$ cat src/rtl/hbg_pkg.sv
// Shared definitions for the full-bridge gate sequencer.
// Assumes two legs per bridge; each leg command is a 2-bit {high, low} pair.
package hbg_pkg;
    localparam int LEGS   = 2;
    localparam int HI_BIT = 1;
    localparam int LO_BIT = 0;

    typedef enum logic {
        DECAY_FAST = 1'b0,
        DECAY_SLOW = 1'b1
    } decay_e;
endpackage

$ cat src/rtl/hbg_pattern.sv
// Decodes the bridge command into the wanted conduction pattern per leg.
// Purely combinational; assumes the caller folds both enables into 'enable'.
module hbg_pattern
    import hbg_pkg::*;
(
    input  logic                     phase,
    input  logic                     off_req,
    input  logic                     decay_sel,
    input  logic                     enable,
    output logic [LEGS-1:0][1:0]     leg_cmd
);
    // Select diagonal, fast-recirculation low side, or upper recirculation.
    always_comb begin
        leg_cmd = '0;
        if (enable) begin
            if (!off_req) begin
                leg_cmd[0][HI_BIT] = phase;
                leg_cmd[0][LO_BIT] = !phase;
                leg_cmd[1][HI_BIT] = !phase;
                leg_cmd[1][LO_BIT] = phase;
            end else if (decay_e'(decay_sel) == DECAY_SLOW) begin
                leg_cmd[0][HI_BIT] = 1'b1;
                leg_cmd[1][HI_BIT] = 1'b1;
            end else begin
                leg_cmd[0][LO_BIT] = phase;
                leg_cmd[1][LO_BIT] = !phase;
            end
        end
    end
endmodule

$ cat src/rtl/hbg_leg_dt.sv
// Dead-time sequencer for one bridge leg.
// Unwanted devices drop at the next edge; newly wanted devices wait DEAD_CYC
// edges of a stable command. Assumes DEAD_CYC >= 1 and a one-hot-or-zero command.
module hbg_leg_dt #(
    parameter int DEAD_CYC = 8
) (
    input  logic       clk,
    input  logic       rst_n,
    input  logic [1:0] cmd,
    output logic [1:0] drv
);
    localparam int CNT_W = (DEAD_CYC > 1) ? $clog2(DEAD_CYC) : 1;

    logic [1:0]       seen_q;
    logic [1:0]       drv_q;
    logic [CNT_W-1:0] wait_q;

    // Track command, release dropped devices, count down before switching on.
    always_ff @(posedge clk) begin
        if (!rst_n) begin
            seen_q <= '0;
            drv_q  <= '0;
            wait_q <= '0;
        end else if (cmd != seen_q) begin
            seen_q <= cmd;
            drv_q  <= drv_q & cmd;
            wait_q <= CNT_W'(DEAD_CYC - 1);
        end else if (wait_q != '0) begin
            wait_q <= wait_q - 1'b1;
        end else begin
            drv_q  <= cmd;
        end
    end

    assign drv = drv_q;
endmodule

$ cat src/rtl/hbg_gate_seq.sv
// Full-bridge gate sequencer: command decode, per-leg dead time, enable kill.
// Enables act combinationally on the outputs so a disable needs no clock edge.
module hbg_gate_seq
    import hbg_pkg::*;
#(
    parameter int DEAD_CYC = 8
) (
    input  logic clk,
    input  logic rst_n,
    input  logic en_all,
    input  logic br_en,
    input  logic phase,
    input  logic off_req,
    input  logic decay_sel,
    output logic gate_h1,
    output logic gate_l1,
    output logic gate_h2,
    output logic gate_l2
);
    logic                 en_ok;
    logic [LEGS-1:0][1:0] leg_cmd;
    logic [LEGS-1:0][1:0] leg_drv;

    assign en_ok = en_all & br_en;

    hbg_pattern u_pat (
        .phase     (phase),
        .off_req   (off_req),
        .decay_sel (decay_sel),
        .enable    (en_ok),
        .leg_cmd   (leg_cmd)
    );

    for (genvar g = 0; g < LEGS; g++) begin : g_leg
        hbg_leg_dt #(.DEAD_CYC(DEAD_CYC)) u_leg (
            .clk   (clk),
            .rst_n (rst_n),
            .cmd   (leg_cmd[g]),
            .drv   (leg_drv[g])
        );
    end

    assign gate_h1 = leg_drv[0][HI_BIT] & en_ok;
    assign gate_l1 = leg_drv[0][LO_BIT] & en_ok;
    assign gate_h2 = leg_drv[1][HI_BIT] & en_ok;
    assign gate_l2 = leg_drv[1][LO_BIT] & en_ok;
endmodule

$ cat config.mk
export PLATFORM = sky130hd
export DESIGN_NAME = hbg_gate_seq
export DESIGN_NICKNAME = d
export VERILOG_FILES = /design/src/rtl/hbg_pkg.sv /design/src/rtl/hbg_pattern.sv /design/src/rtl/hbg_leg_dt.sv /design/src/rtl/hbg_gate_seq.sv
export SDC_FILE = /design/constraint.sdc
export NUM_CORES = 1
export LEC_CHECK = 0
export ABC_AREA = 1
export BUFFER_PORTS_ARGS = -buffer_cell sky130_fd_sc_hd__buf_2
export CAP_MARGIN = 20
export CELL_PAD_IN_SITES_DETAIL_PLACEMENT = 1
export CELL_PAD_IN_SITES_GLOBAL_PLACEMENT = 1
export CORE_AREA = 4 4 52 54
export CTS_CLUSTER_SIZE = 25
export DETAILED_ROUTE_END_ITERATION = 12
export DIE_AREA = 0 0 56 58
export PLACE_DENSITY_LB_ADDON = 0.1
export SYNTH_ARGS = -nofsm -noshare
export SYNTH_HDL_FRONTEND = slang
export SYNTH_HIERARCHICAL = 1
export SYNTH_SLANG_ARGS = --single-unit
$ cat constraint.sdc
create_clock -name clk -period 2.25 [get_ports clk]
set_clock_uncertainty 0.2 [all_clocks]
set_input_delay 0.1125 -clock clk [delete_from_list [all_inputs] [get_ports clk]]
set_output_delay 0.1125 -clock clk [all_outputs]
set_load 0.1 [all_outputs]
==> out/results.ini, run 1 <==
[logic_synthesis]
syn_area_um2=905
yosys_warnings=6
syn-num-nets=144
async_reset_ff_share_pct=0
synth_cell_types=16
synth_area_leader_cell=dfxtp_1
synth_area_leaders=dfxtp_1 (31%), inv_1 (14%), nand2_1 (12%)
ys_seq_area_share_pct=31.0
synth_seq_cells=14
synthCells=133
synth_edf_count=0
syn_area_per_cell_um2=6.80
netlist.area_leader.share_pct=31.0
ys.flop_type=dfxtp_1
synth.most_common_cell=inv_1
synth_common_cells=inv_1 (34), nand2_1 (29), nor2_1 (17)

[worst_setup_path]
cp_slowest_cell=buf_2
path_cells=inv_1 > nor2_1 > buf_2
critPathArrivalTime_ns=1.17
crit_required_ns=1.94
endpoint_kind=primary output
start_kind=register
cp_slowest_stage_delay_ns=0.43
critical_path_class=reg2out
cp_max_fo=2
r2r_slack_ns=0.84

[sta]
finalHoldViolations=0
tightest_slew_ns=0.486
maxSlewViolCount=0
finalWorstSetupSlack_ns=0.767
setup_violations=0
slew_headroom_pct=67.8
fin_tns_setup_ns=0
post-route-period-util_pct=65.9
fmax_mhz=674
rsz0062_at_grt=no
period_needed_ns=1.48

[grt]
grtUsageTotal_pct=12.5
grt_pass1_wl_um=3220
grt_max_degree=15
antenna_found_initial=0
grt_overflow=0
grt_pass1_vias=745

[cts]
clk_latency_ns=0.28
cts_tree=built
cts_setup_buffers=0
cts_buffer_depth=2
numCtsBuffers=3
cts_num_sinks=14
htreeDepth=1
hold_buffers=1
cts-root-buf=clkbuf_4
ctsResizeCount=0
clk_pin_slew_worst_paths_ns=0.09

[die]
io_pins=11
dieArea_um2=3250
core-area_um2=2210
std_cell_rows=17
initial_core_util_pct=40.9
die_y_um=58
die_w_um=56

[route]
drt_pre_antenna_iters=4
wl_met2_um=732
viasPerCell=4.42
top_layer_used=met4
drtAntennaViolNets=0
vias=778
totalWireLength_um=1780
drtIter0Drc=16
wl_met3_um=97
routedWlPerCell_um=10.1
drc=0
wl_met1_um=935

[final_layout]
diodes=0
final_layout_size_suffix_gt1_share_pct=26.4
synthToLayoutAreaGrowth_pct=14.5
fill_cells=309
nNetsFinal=160

[placed_design]
gp_congestion=0.688
dp_hpwl_um=1450
port_buffers=10
pre_cts_ws_ns=0.755

[worst_hold_path]
min_path_type=in2reg

[run_status]
outcome=finished, final reports clean

[power]
swShare_pct=40.1
ir_drop_mv=0.387
switchingPower_w=0.000360
pwr-share-seq_pct=36.8
comb_power_share_pct=42.8
p_int_w=0.000538
p_per_area_nw_per_um2=867
clockPowerShare_pct=20.4
leakage_nw=0.574

[flow_run]
timing.max_cap.violations=0

==> worst paths after layout <==
check | startpoint | to | cells past startpoint
worst min-delay path | decay_sel | g_leg[1].u_leg/seen_q[1]$_SDFFE_PN0P_ | 5
worst max register to register | g_leg[1].u_leg/wait_q[0]$_SDFFE_PN0P_ | g_leg[1].u_leg/drv[1]$_SDFFE_PN0P_ | 9
worst max-delay path | g_leg[0].u_leg/drv[0]$_SDFFE_PN0P_ | gate_l1 | 3
worst min register to register | g_leg[0].u_leg/wait_q[1]$_SDFFE_PN0P_ | g_leg[0].u_leg/wait_q[1]$_SDFFE_PN0P_ | 2
==> per-layer routing <==
layer / vias to the layer above / global-route usage [%]
li1: 411 / -
met1: 350 / 17.3
met2: 15 / 18.4
met3: 2 / 3.79
met4: 0 / 4.07
met5: - / 0
==> layout by cell type, fill, tap and decap left out <==
master         Yosys  layout
nand2_4            4       4
nor2_1            17      17
xor2_1             2       2
nand3_2            2       2
nand3_4            2       2
inv_1             34      34
nand2_2            8       8
a21boi_1           1       1
a21oi_1            3       3
dfxtp_1           14      14
inv_2              3       3
nor2_2             4       4
dlygate4sd3_1      0       1
ha_1               4       4
clkbuf_4           0       3
nand2_1           29      29
nand4_1            4       4
buf_2              0      10
nor2_4             2       2
clkbuf_8           0       1
==> cell families after synthesis <==
group,Yosys count,share of synthesized area (%)
simple gates,72,43.7
buf+inv,37,15.4
flops,14,31.0
compound gates,4,2.49
fa+ha+maj,4,5.53
xor+xnor,2,1.94
==> flip-flops by register name (all words and copies together), names as in the netlist <==
register	cells
g_leg.u_leg/wait_q	6
g_leg.u_leg/drv	4
g_leg.u_leg/seen_q	4
==> stage by stage <==
stage	hold WS [ns]	cell area (µm²)	total power, W	cells	util [%]
CTS	0.0186	1040	0.000917	176	46.8
detailed placement	0.285	990	0.000725	171	44.7
global placement	0.269	990	0.000711	171	44.7
finish	0.0243	1040	0.000898	176	46.8
global route	0.0359	1040	0.000987	176	46.8
floorplan	0.0101	905	0.000648	133	-
==> cell type report <==
class                   instances  area (µm²)  share of cell area, %
clock buffers                   4        36.3                   3.50
inverters                      37         139                   13.4
multi-input cells              82         485                   46.9
flip-flops and latches         14         280                   27.1
well taps                      28        35.0                   3.38
repair buffers                 11        60.1                   5.80
==> critical path: cells and delay by family, from the launching register on <==
| family | cells | cell delay (ns) |
|---|---|---|
| DFF | 1 | 0.33 |
| buffers and inverters | 2 | 0.48 |
| and+or+nand+nor | 1 | 0.09 |
==> power by group through the flow <==
stage,combinational (W),sequential (W),clock (W)
finish,0.000384,0.000331,0.000183
global route,0.000444,0.000338,0.000205
global placement,0.000375,0.000335,0
CTS,0.000392,0.000332,0.000193
detailed placement,0.000388,0.000337,0
floorplan,0.000318,0.000330,0
Power figures use the tool's default switching activity.
==> run 2: changes to the inputs <==
ABC_AREA = 0   (was 1)
CORE_AREA = 4 4 51 53   (was 4 4 52 54)
DIE_AREA = 0 0 55 57   (was 0 0 56 58)
clock period = 1.3 ns   (was 2.25 ns; I/O delays follow)
==> out/results.ini, run 2 <==
[logic_synthesis]
synthCells=82
netlist.area_leader.share_pct=38.0
syn-num-nets=93
syn_area_per_cell_um2=9.00
async_reset_ff_share_pct=0
synth_seq_cells=14
synth_edf_count=0
yosys_warnings=6
ys_seq_area_share_pct=38.0
syn_area_um2=738
synth_area_leaders=dfxtp_1 (38%), xnor2_1 (7.1%), a31oi_1 (6.8%)
synth_cell_types=20
ys.flop_type=dfxtp_1
synth.most_common_cell=dfxtp_1
synth_common_cells=dfxtp_1 (14), a31oi_1 (8), nand4_1 (8)
synth_area_leader_cell=dfxtp_1

[worst_setup_path]
crit_required_ns=1.31
critPathArrivalTime_ns=1.35
endpoint_kind=register
r2r_cells=5
start_kind=register
r2r_slack_ns=-0.04
critical_path_class=reg2reg
worstSetupStartpoint=g_leg[1].u_leg/wait_q[0]$_SDFFE_PN0P_
r2r-start=g_leg[1].u_leg/wait_q[0]$_SDFFE_PN0P_
r2r-end=g_leg[1].u_leg/drv[0]$_SDFFE_PN0P_
cp_max_fo=3

[route]
totalWireLength_um=2260
drt_pre_antenna_iters=2
routedWlPerCell_um=15.4
drc=0
viasPerCell=4.97
drtIter0Drc=3
drtAntennaViolNets=0
vias=730

[final_layout]
final_layout_size_suffix_gt1_share_pct=60.5
regMostFlops=g_leg.u_leg/wait_q
nNetsFinal=131
fill_cells=241
largest_reg_flops=6
diodes=0
synthToLayoutAreaGrowth_pct=70.5
design_area_um2=1260
final_cells=147
final_common_cell=buf_4
most-common-layout-cells=buf_4 (20), a31oi_1 (8), nand4_1 (8), dfxtp_2 (8), nand2_1 (7)

[die]
io_pins=11
initial_core_util_pct=34.4
die_y_um=57
die_w_um=55
std_cell_rows=17
core-area_um2=2150
dieArea_um2=3140

[run_status]
failed_checks=setup timing
outcome=finished, violations left

[flow_run]
timing.max_cap.violations=0

[sta]
slew_headroom_pct=78.3
tightest_slew_ns=0.324
post-route-period-util_pct=103
finalHoldViolations=0
period_needed_ns=1.34
maxSlewViolCount=0
fin_tns_setup_ns=-0.101
setup_violations=5
finalWorstSetupSlack_ns=-0.0426
fmax_mhz=745
rsz0062_at_grt=yes

[cts]
cts_num_sinks=14
cts_buffer_depth=2
numCtsBuffers=3
clk_latency_ns=0.29
htreeDepth=1
cts_tree=built
cts-root-buf=clkbuf_4
clk_pin_slew_worst_paths_ns=0.09

[placed_design]
numPlacedInstances=135
pre_cts_ws_ns=-0.275
place_area_um2=1050
dp_hpwl_um=1520
port_buffers=10
gp_congestion=0.713

[power]
p_per_area_nw_per_um2=1620
ir_drop_mv=1.51
leakage_nw=0.525

[grt]
grt_max_degree=9
grt_pass1_vias=783
grt_pass1_wl_um=3660
grt_overflow=0
antenna_found_initial=0
grtUsageTotal_pct=16.5

[worst_hold_path]
hold-path-cell-count=5
hold_path.startpoint=decay_sel
min_to=g_leg[1].u_leg/seen_q[0]$_SDFFE_PN0P_
min_path_type=in2reg

[run 2: logic make-up (layout without fill, tap and decap cells)]
family	after synthesis	after routing	synth area share, %
muxes	4	4	5.42
DFF	14	14	38.0
AOI/OAI and AO/OA	14	14	12.9
and+or+nand+nor	34	34	26.8
adders and majority gates	4	4	6.78
buffers and inverters	6	43	3.05
xor gates and xnor gates	6	6	7.12
[run 2: repair_timing]
item,CTS,global route
setup buffers,2,5
setup endpoints to repair,12,14
hold buffers,1,0
pin swaps,10,11
cloned,0,0
gates resized for setup,13,17
endpoints found under the hold margin,14,0
[run 2: worst max-delay path, stage by stage, from the launching register on]
cell and delay [ns]:
dfxtp_2 0.33, inv_2 0.07, ha_4 0.14, nor2b_4 0.18
nand4_1 0.12, a31oi_1 0.22
[run 2: per-layer routing]
metal	track usage, %	share of wire [%]	vias up	wire [µm]
met5	0	0	-	0
li1	-	-	368	-
met2	26.4	55	5	1240
met3	5.48	2.0	5	46
met1	19.1	40	352	911
met4	8.33	2.7	0	62
[run 2: area by class of cell]
type / instances / area [µm²] / share of cell area, %
multi-input combinational: 62 / 582 / 46.2
timing repair buffer: 33 / 293 / 23.3
sequential: 14 / 290 / 23.1
clock buffer: 4 / 36.3 / 2.88
tap: 28 / 35.0 / 2.78
inverter: 6 / 22.5 / 1.79
[run 2: worst max-delay path by stage]
stage	endpoint	slack, ns	cells after the start
after detailed placement	g_leg[1].u_leg/drv[0]$_SDFFE_PN0P_	-0.27	6
after global placement	g_leg[1].u_leg/drv[0]$_SDFFE_PN0P_	-0.21	6
after global routing	g_leg[1].u_leg/drv[0]$_SDFFE_PN0P_	-0.16	5
after floorplan	g_leg[1].u_leg/wait_q[1]$_SDFFE_PN0P_	-0.08	5
after CTS	g_leg[1].u_leg/drv[0]$_SDFFE_PN0P_	-0.05	5
final	g_leg[1].u_leg/drv[0]$_SDFFE_PN0P_	-0.04	5
[run 2: stage by stage]
step	hold slack, ns	total power, W	util (%)
finish	0.161	0.00204	58.6
global placement	0.186	0.00130	49.1
CTS	0.143	0.00179	54.0
global route	0.177	0.00221	58.6
detailed placement	0.188	0.00132	49.1
floorplan	-0.0175	0.00107	-
[run 2: report_power, final]
part	internal, W	switching (W)	leakage [nW]
combinational	0.000624	0.000495	0.386
sequential	0.000527	0.0000664	0.118
clock	0.000171	0.000153	0.0210
==> run 3: changes to the inputs <==
BUFFER_PORTS_ARGS = not set   (was -buffer_cell sky130_fd_sc_hd__buf_2)
CORE_AREA = 4 4 48 50   (was 4 4 51 53)
DIE_AREA = 0 0 52 54   (was 0 0 55 57)
DONT_BUFFER_PORTS = 1   (was not set)
==> out/results.ini, run 3 (synthesis results as in run 2) <==
[route]
totalWireLength_um=2060
drt_pre_antenna_iters=2
viasPerCell=5.24
drtAntennaViolNets=0
routedWlPerCell_um=16.0
vias=676
drc=0
drtIter0Drc=5

[cts]
htreeDepth=1
cts_buffer_depth=2
clk_pin_slew_worst_paths_ns=0.08
hold_buffers=1
cts_num_sinks=14
numCtsBuffers=3
clk_latency_ns=0.29
cts-root-buf=clkbuf_4
cts_tree=built

[worst_setup_path]
start_kind=register
critPathArrivalTime_ns=1.35
critical_path_class=reg2reg
crit_required_ns=1.34
endpoint_kind=register
r2r_slack_ns=-0.02
cp_max_fo=3

[sta]
slew_headroom_pct=77.7
maxSlewViolCount=0
post-route-period-util_pct=101
finalHoldViolations=2
fmax_mhz=760
finalWorstSetupSlack_ns=-0.0163
rsz0062_at_grt=yes
period_needed_ns=1.32
worst_hold_slack_ns=-0.0635
setup_violations=1
tightest_slew_ns=0.332
fin_tns_setup_ns=-0.0163

[grt]
grt_pass1_vias=696
grt_pass1_wl_um=3120
grt_max_degree=9
antenna_found_initial=0
grtUsageTotal_pct=15.9
grt_overflow=0

[die]
die_y_um=54
die_w_um=52
core-area_um2=1900
initial_core_util_pct=38.8
io_pins=11
std_cell_rows=16
dieArea_um2=2810

[final_layout]
synthToLayoutAreaGrowth_pct=55.3
diodes=0
final_common_cell=buf_4
design_area_um2=1150
regMostFlops=g_leg.u_leg/wait_q
most-common-layout-cells=buf_4 (10), a31oi_1 (8), nand4_1 (8)
largest_reg_flops=6
fin_util_pct=60.3
final_layout_size_suffix_gt1_share_pct=52.9
nNetsFinal=115

[placed_design]
dp_hpwl_um=1350
gp_congestion=0.820
pre_cts_ws_ns=-0.151
place_area_um2=971
port_buffers=0

[flow_run]
timing.max_cap.violations=0

[power]
ir_drop_mv=1.40
p_per_area_nw_per_um2=1670
leakage_nw=0.452

[run_status]
failed_checks=hold timing, setup timing
outcome=finished, violations left

[worst_hold_path]
min_path_type=in2reg

run 3: cell types whose count changed in the layout (fill, tap and decap cells not counted), sizes merged:
cell	previous run	this run
clkbuf	4	3
buf	32	16
run 3: final timing paths:
kind / from / cells past startpoint / endpoint
max reg2reg: g_leg[1].u_leg/wait_q[1]$_SDFFE_PN0P_ / 5 / g_leg[1].u_leg/wait_q[1]$_SDFFE_PN0P_
min reg2reg: g_leg[0].u_leg/drv[1]$_SDFFE_PN0P_ / 2 / g_leg[0].u_leg/drv[1]$_SDFFE_PN0P_
min: off_req / 4 / g_leg[1].u_leg/drv[1]$_SDFFE_PN0P_
max: g_leg[1].u_leg/wait_q[1]$_SDFFE_PN0P_ / 5 / g_leg[1].u_leg/wait_q[1]$_SDFFE_PN0P_
run 3: final cells by class:
cell class,instances,area (µm²)
Multi-Input combinational cell,62,588
Tap cell,27,33.8
Sequential cell,14,289
Timing Repair Buffer,17,188
Clock buffer,3,22.5
Fill cell,214,756
Inverter,6,25.0
run 3: critical path, cell delays in order (launching register included):
cell and delay (ns):
dfxtp_1 0.33, inv_2 0.05, ha_4 0.16, nand2b_1 0.16, mux2i_1 0.22, o21a_1 0.14
run 3: per-stage QoR:
step / power, W / std cells
2_1_floorplan: 0.00107 / 82
3_3_place_gp: 0.00126 / 121
3_5_place_dp: 0.00128 / 121
4_1_cts: 0.00172 / 125
5_1_grt: 0.00205 / 129
6_report: 0.00192 / 129
run 3: metal layers:
layer / wire length (µm) / vias to the layer above / global-route usage [%]
met5: 0 / - / 0
met4: 27 / 0 / 6.55
met3: 78 / 4 / 6.65
met2: 1150 / 7 / 29.7
met1: 799 / 332 / 15.4
li1: - / 333 / -
run 3: what timing repair did:
item / 4_1_cts / 5_1_grt
setup endpoints to repair: 13 / 14
pin swaps: 7 / 11
resized for setup: 16 / 14
endpoints found under the hold margin: 14 / 2
setup buffers: 0 / 4
run 3: power breakdown:
part	internal [W]	switching (W)
registers	0.000528	0.0000720
logic	0.000581	0.000478
clock network	0.000108	0.000148
total	0.00122	0.000699
